[config.mk]
export PLATFORM = sky130hd
export DESIGN_NAME = pwm_capture_chan
export DESIGN_NICKNAME = d
export VERILOG_FILES = /design/src/rtl/pwm_cap_pkg.sv /design/src/rtl/pwm_prescaler.sv /design/src/rtl/pwm_in_edge.sv /design/src/rtl/pwm_wave.sv /design/src/rtl/pwm_capture_chan.sv
export SDC_FILE = /design/constraint.sdc
export NUM_CORES = 1
export LEC_CHECK = 0
export CAP_MARGIN = 20
export CORE_MARGIN = 5
export CORE_UTILIZATION = 58
export CTS_CLUSTER_DIAMETER = 200
export DETAILED_ROUTE_END_ITERATION = 6
export DONT_BUFFER_PORTS = 1
export PLACE_DENSITY = 0.76
export SLEW_MARGIN = 30
export SYNTH_ARGS = -nofsm -noshare
export SYNTH_HDL_FRONTEND = slang
export SYNTH_SLANG_ARGS = --single-unit
[constraint.sdc]
create_clock -name clk -period 5.21 [get_ports clk]
set_clock_uncertainty 0.2 [all_clocks]
set_input_delay 0.521 -clock clk [delete_from_list [all_inputs] [get_ports clk]]
set_output_delay 0.521 -clock clk [all_outputs]
set_load 0.02 [all_outputs]
[src/rtl/pwm_cap_pkg.sv]
package pwm_cap_pkg;
  typedef enum logic [1:0] {
    MODE_CONT    = 2'd0,
    MODE_ONESHOT = 2'd1,
    MODE_CAPTURE = 2'd2,
    MODE_RSVD    = 2'd3
  } pwm_mode_e;

  localparam int ADDR_W = 2;
  localparam logic [ADDR_W-1:0] ADDR_CTRL   = 2'd0;
  localparam logic [ADDR_W-1:0] ADDR_PERIOD = 2'd1;
  localparam logic [ADDR_W-1:0] ADDR_DUTY   = 2'd2;
  localparam logic [ADDR_W-1:0] ADDR_STATUS = 2'd3;
endpackage

[src/rtl/pwm_prescaler.sv]
module pwm_prescaler #(
  parameter int EXP_W   = 4,
  parameter int SCALE_W = 8
) (
  input  logic               clk,
  input  logic               rst,
  input  logic               clr,
  input  logic [EXP_W-1:0]   exp_i,
  input  logic [SCALE_W-1:0] scale_i,
  output logic               tick_o
);
  localparam int STG1_W = 1 << EXP_W;

  logic [STG1_W-1:0]  pre_cnt;
  logic [STG1_W-1:0]  mask;
  logic [SCALE_W-1:0] sc_cnt;
  logic               stg1;

  assign mask   = (STG1_W'(1) << exp_i) - STG1_W'(1);
  assign stg1   = ((pre_cnt & mask) == mask);
  assign tick_o = stg1 && (sc_cnt == scale_i);

  always_ff @(posedge clk) begin
    if (rst || clr) begin
      pre_cnt <= '0;
      sc_cnt  <= '0;
    end else begin
      pre_cnt <= pre_cnt + STG1_W'(1);
      if (stg1) sc_cnt <= (sc_cnt == scale_i) ? '0 : sc_cnt + SCALE_W'(1);
    end
  end

  // with any divisor above one, two ticks are never adjacent
  a_r2_tick_gap: assert property (@(posedge clk) disable iff (rst)
    (tick_o && !clr && (exp_i != '0 || scale_i != '0)) |=> !tick_o);
endmodule

[src/rtl/pwm_in_edge.sv]
module pwm_in_edge #(
  parameter int SYNC_STAGES = 2
) (
  input  logic clk,
  input  logic rst,
  input  logic sig_i,
  output logic rise_o,
  output logic fall_o
);
  logic [SYNC_STAGES:0] sh;

  always_ff @(posedge clk) begin
    if (rst) sh <= '0;
    else     sh <= {sh[SYNC_STAGES-1:0], sig_i};
  end

  assign rise_o = sh[SYNC_STAGES-1] && !sh[SYNC_STAGES];
  assign fall_o = !sh[SYNC_STAGES-1] && sh[SYNC_STAGES];

  // a detected rising edge lasts exactly one cycle
  a_r7_single_rise: assert property (@(posedge clk) disable iff (rst)
    rise_o |=> !rise_o);
endmodule

[src/rtl/pwm_wave.sv]
module pwm_wave #(
  parameter int CNT_W = 32
) (
  input  logic             clk,
  input  logic             rst,
  input  logic             active_en,
  input  logic             pol_i,
  input  logic [CNT_W-1:0] cnt_i,
  input  logic [CNT_W-1:0] duty_i,
  output logic             pwm_o
);
  always_ff @(posedge clk) begin
    if (rst)            pwm_o <= 1'b0;
    else if (active_en) pwm_o <= (cnt_i < duty_i) ? pol_i : !pol_i;
    else                pwm_o <= !pol_i;
  end

  // outside an output mode the pin settles to the idle level
  a_r9_idle_level: assert property (@(posedge clk) disable iff (rst)
    !active_en |=> (pwm_o == !$past(pol_i)));
endmodule

[src/rtl/pwm_capture_chan.sv]
module pwm_capture_chan
  import pwm_cap_pkg::*;
#(
  parameter int CNT_W       = 32,
  parameter int EXP_W       = 4,
  parameter int SCALE_W     = 8,
  parameter int RPT_W       = 8,
  parameter int SYNC_STAGES = 2
) (
  input  logic              clk,
  input  logic              rst,
  input  logic              wr_en,
  input  logic [ADDR_W-1:0] wr_addr,
  input  logic [CNT_W-1:0]  wr_data,
  input  logic              cap_in,
  output logic              pwm_out,
  output logic              irq,
  output logic              running,
  output logic [CNT_W-1:0]  cap_high,
  output logic [CNT_W-1:0]  cap_low
);
  localparam int EN_B      = 0;
  localparam int MODE_LSB  = 1;
  localparam int POL_B     = 3;
  localparam int EXP_LSB   = 4;
  localparam int SCALE_LSB = EXP_LSB + EXP_W;
  localparam int RPT_LSB   = SCALE_LSB + SCALE_W;

  logic               en_q, pol_q, irq_q;
  pwm_mode_e          mode_q;
  logic [EXP_W-1:0]   exp_q;
  logic [SCALE_W-1:0] scale_q;
  logic [RPT_W-1:0]   rep_left;
  logic [CNT_W-1:0]   per_reg, duty_reg, per_act, duty_act, cnt;
  logic [CNT_W-1:0]   cap_high_q, cap_low_q;

  logic tick, rise, fall, wr_ctrl, out_mode, clr, boundary, oneshot_done, cap_evt;

  assign wr_ctrl      = wr_en && (wr_addr == ADDR_CTRL);
  assign out_mode     = (mode_q != MODE_CAPTURE);
  assign clr          = !en_q || wr_ctrl;
  assign boundary     = en_q && out_mode && tick && (cnt == per_act - CNT_W'(1));
  assign oneshot_done = boundary && (mode_q == MODE_ONESHOT) && (rep_left == '0);
  assign cap_evt      = en_q && !out_mode && (rise || fall);

  pwm_prescaler #(.EXP_W(EXP_W), .SCALE_W(SCALE_W)) u_pre (
    .clk(clk), .rst(rst), .clr(clr), .exp_i(exp_q), .scale_i(scale_q), .tick_o(tick)
  );

  pwm_in_edge #(.SYNC_STAGES(SYNC_STAGES)) u_edge (
    .clk(clk), .rst(rst), .sig_i(cap_in), .rise_o(rise), .fall_o(fall)
  );

  pwm_wave #(.CNT_W(CNT_W)) u_wave (
    .clk(clk), .rst(rst), .active_en(en_q && out_mode), .pol_i(pol_q),
    .cnt_i(cnt), .duty_i(duty_act), .pwm_o(pwm_out)
  );

  // control fields and self-clearing enable
  always_ff @(posedge clk) begin
    if (rst) begin
      en_q    <= 1'b0;
      mode_q  <= MODE_CONT;
      pol_q   <= 1'b1;
      exp_q   <= '0;
      scale_q <= '0;
    end else if (wr_ctrl) begin
      en_q    <= wr_data[EN_B];
      mode_q  <= pwm_mode_e'(wr_data[MODE_LSB +: 2]);
      pol_q   <= wr_data[POL_B];
      exp_q   <= wr_data[EXP_LSB +: EXP_W];
      scale_q <= wr_data[SCALE_LSB +: SCALE_W];
    end else if (oneshot_done) begin
      en_q <= 1'b0;
    end
  end

  // staged period/duty and active copies
  always_ff @(posedge clk) begin
    if (rst) begin
      per_reg  <= '0;
      duty_reg <= '0;
      per_act  <= '0;
      duty_act <= '0;
      rep_left <= '0;
    end else begin
      if (wr_en && wr_addr == ADDR_PERIOD) per_reg  <= wr_data;
      if (wr_en && wr_addr == ADDR_DUTY)   duty_reg <= wr_data;
      if (!en_q || boundary) begin
        per_act  <= per_reg;
        duty_act <= duty_reg;
      end
      if (wr_ctrl)                         rep_left <= wr_data[RPT_LSB +: RPT_W];
      else if (boundary && rep_left != '0) rep_left <= rep_left - RPT_W'(1);
    end
  end

  // shared counter, capture latches, interrupt flag
  always_ff @(posedge clk) begin
    if (rst) begin
      cnt        <= '0;
      cap_high_q <= '0;
      cap_low_q  <= '0;
      irq_q      <= 1'b0;
    end else begin
      if (clr || cap_evt || boundary) cnt <= '0;
      else if (tick)                  cnt <= cnt + CNT_W'(1);
      if (cap_evt) begin
        if (rise) cap_low_q  <= cnt + CNT_W'(tick);
        else      cap_high_q <= cnt + CNT_W'(tick);
      end
      if (boundary || cap_evt)                                irq_q <= 1'b1;
      else if (wr_en && wr_addr == ADDR_STATUS && wr_data[0]) irq_q <= 1'b0;
    end
  end

  assign irq      = irq_q;
  assign running  = en_q;
  assign cap_high = cap_high_q;
  assign cap_low  = cap_low_q;

  // the counter stays inside the active period
  a_r3_cnt_in_period: assert property (@(posedge clk) disable iff (rst)
    (en_q && out_mode && per_act != '0) |-> (cnt < per_act));
  // active period/duty change only at a boundary while running
  a_r5_shadow_hold: assert property (@(posedge clk) disable iff (rst)
    (en_q && !boundary) |=> ($stable(per_act) && $stable(duty_act)));
  // the self-clear of the enable always raises the flag
  a_r6_done_irq: assert property (@(posedge clk) disable iff (rst)
    ($fell(en_q) && !$past(wr_ctrl)) |-> irq_q);
  // a capture edge sets the flag on the next cycle
  a_r7_cap_irq: assert property (@(posedge clk) disable iff (rst)
    cap_evt |=> irq_q);
endmodule

==> qor.tcl <==
set qor(run_status) {completed}
set qor(grt_pass1_wl_um) 55500
set qor(setup_slack_ns) 0.440
set qor(synthArstFlopShare_pct) 0
set qor(final-seq-area_um2) 5530
set qor(startpoint_type) {register}
set qor(drv_cap) 0
set qor(post_drt_wl_per_cell_um) 17.4
set qor(die_area_um2) 26700
set qor(routed-wl-met3_um) 2960
set qor(hold_path.class) {input port to register}
set qor(routed_vias) 11600
set qor(design.core.area_um2) 23300
set qor(ys_types) 66
set qor(power.ir.vdd_worst_uv) 243
set qor(ant_nets) 0
set qor(post-route-cell-area_um2) 15000
set qor(route.detailed.vias_per_inst) 5.87
set qor(detailedRoute.firstIterationViolations) 1038
set qor(wl_met2_um) 15500
set qor(first_global_vias) 10900
set qor(fin_cells) 1973
set qor(path_max_fanout) 12
set qor(synth-edff-count) 0
set qor(synthDominantCellAreaShare_pct) 40.4
set qor(worst_slew_pin_slew_ns) 0.917
set qor(power_density_nw_per_um2) 310
set qor(grt_start_max_net_pins) 147
set qor(antenna_violations_before_repair) 1
set qor(tritoncts_num_sinks) 276
set qor(total_net_switching_power_mw) 1.11
set qor(syn-mean-instance-area_um2) 8.15
set qor(worstSetupEndpointType) {register}
set qor(slew_headroom_pct) 38.9
set qor(power_frac_clock_pct) 45.1
set qor(clock_insertion_delay_worst_skew_ns) 0.54
set qor(buffer_ports.inserted) 0
set qor(remaining_drc_errors) 0
set qor(grt_overflow) 0
set qor(layout_commonest_cell) {nand2_1}
set qor(route.top_layer_used) {met4}
set qor(gp_congestion) 0.914
set qor(yosys_warnings) 0
set qor(layout.cells.most_common_list) {345 x nand2_1, 276 x dfxtp_1, 139 x nor2_1}
set qor(timing.setup.tns_ns) 0
set qor(clk_root_buffer_cell) {clkbuf_16}
set qor(synth_fp_nets) 1757
set qor(hold_ws_ns) 0.0184
set qor(fin_total_pwr_mw) 4.66
set qor(rsz_0062_raised_after_global_routing) {no}
set qor(fmax_mhz) 210
set qor(timing.critical_path.arrival_ns) 5.02
set qor(ctsHtreeMaxLevel) 1
set qor(die-width_um) 164
set qor(synthDominantAreaCellType) {dfxtp_1}
set qor(drtPass1Iterations) 5
set qor(power.switching_fraction_pct) 23.7
set qor(placed_cell_area_um2) 13700
set qor(report.final.setup_viol) 0
set qor(core.rowCount) 56
set qor(pwr-share-comb_pct) 8.2
set qor(synth_top_cells_by_area) {dfxtp_1 40%, nand2_1 9.5%, mux2i_1 5.2%}
set qor(detailedPlacementHpwl_um) 23300
set qor(synth.ff_latch_count) 276
set qor(layout_worst_path_cycle_share_pct) 91.6
set qor(groute.usage.overall_pct) 25.0
set qor(yosys_most_used_dff) {dfxtp_1}
set qor(areaGrowthSynthToFinish_pct) 10.0
set qor(io-pin-count) 105
set qor(multi_input_comb_area_um2) 7460
set qor(chipHeight_um) 164
set qor(period_needed_ns) 4.77
set qor(report.final.slew_viol_count) 0
set qor(p_int_mw) 3.55
set qor(fillCellCount) 2035
set qor(fin_nets) 1713
set qor(share_of_synthesized_area_occupied_by_flip_flops_and_latches_pct) 40.4
set qor(layout-drive-gt1-share_pct) 5.20
set qor(timing_worst_setup_path_type) {register to register}
set qor(netlist_area_um2) 13700
set qor(placed_cells) 1886
set qor(floorplan.initialDensity_pct) 58.6
set qor(preCtsSetupSlack_ns) 0.359
set qor(cts.reportedPaths.clkPinSlew_ns) 0.06
set qor(seq_power_share_pct) 46.7
set qor(crit_required_ns) 5.46
set qor(met1_length_um) 15100
set qor(cts_tree) {done}
set qor(report.final.hold_viol_count) 0
set qor(power.leakage_nw) 5.08
set qor(netlist_instances) 1678
set qor(postLayoutCoreUtil_pct) 64.5
set qor(clock_tree_buffer_depth) 3
set qor(drt-total-wl_um) 34400
set qor(cts_inserted_buffers) 29
power groups by stage:
stage / Clock [mW] / Combinational [mW] / Sequential, mW
after floorplan: 0 / 0.281 / 2.21
after global placement: 0 / 0.320 / 2.22
after detailed placement: 0 / 0.327 / 2.22
after CTS: 2.13 / 0.379 / 2.18
after global routing: 2.23 / 0.419 / 2.18
final: 2.10 / 0.383 / 2.18
per-layer routing:
metal | track usage, % | vias to the layer above
met1 | 34.5 | 5436
met5 | 0 | -
met4 | 6.29 | 0
met3 | 5.30 | 66
li1 | - | 5667
met2 | 40.2 | 421
synth_stat cells (all sizes together) (12+ instances only):
master,count
nor2,140
nor4,29
xor2,55
buf,25
inv,45
dfxtp,276
clkbuf,103
ha,41
o21ai,21
and3,13
nand3,37
nand2,345
or4,12
xnor2,73
nor2b,17
a21oi,95
a211oi,70
mux2i,71
nor3,54
nand4,26
timing repair:
action	CTS	global route
resized for setup	0	1
hold buffers	35	0
buffers inserted	0	0
hold endpoints to repair	150	0
endpoints found under the setup margin	0	2
kinds of logic after synthesis:
group,Yosys count,synth area share [%]
compound gates,248,11.9
flops,276,40.4
simple gates,740,25.2
fa+ha+maj,41,3.75
mux,72,5.28
xor+xnor,128,8.20
buf+inv,173,5.23
critical path: stages, from the launching register on:
cell      delay (ns)
dfxtp_1         0.40
or4_1           0.59
ha_1            0.30
nor2_1          0.04
a221o_1         0.26
a2111o_1        0.42
nor4_2          0.39
nand2_1         0.12
inv_1           0.07
ha_1            0.15
and3_1          0.20
nand3_1         0.14
or3_4           0.42
nor3_1          0.22
nor2b_1         0.23
nand3_1         0.11
xor2_1          0.18
a211oi_1        0.23
worst paths after layout:
check	depth (start not counted)	to	slack [ns]	start
setup / recovery	17	cap_low[31]	0.44	exp_q[3]
hold / removal	2	rep_left[0]	0.02	wr_data[16]
setup reg to reg	17	cap_low[31]	0.44	exp_q[3]
hold reg to reg	2	duty_reg[21]	0.25	duty_reg[21]
layout make-up:
class	count	area share [%]
repair buffers	53	3.48
inverters	45	1.13
clock buffers	37	5.23
well taps	319	2.65
clock inverters	13	1.16
flip-flops and latches	276	36.7
multi-input cells	1229	49.6
diodes	1	0.0166
No activity file was read; power rests on OpenSTA's default activity.
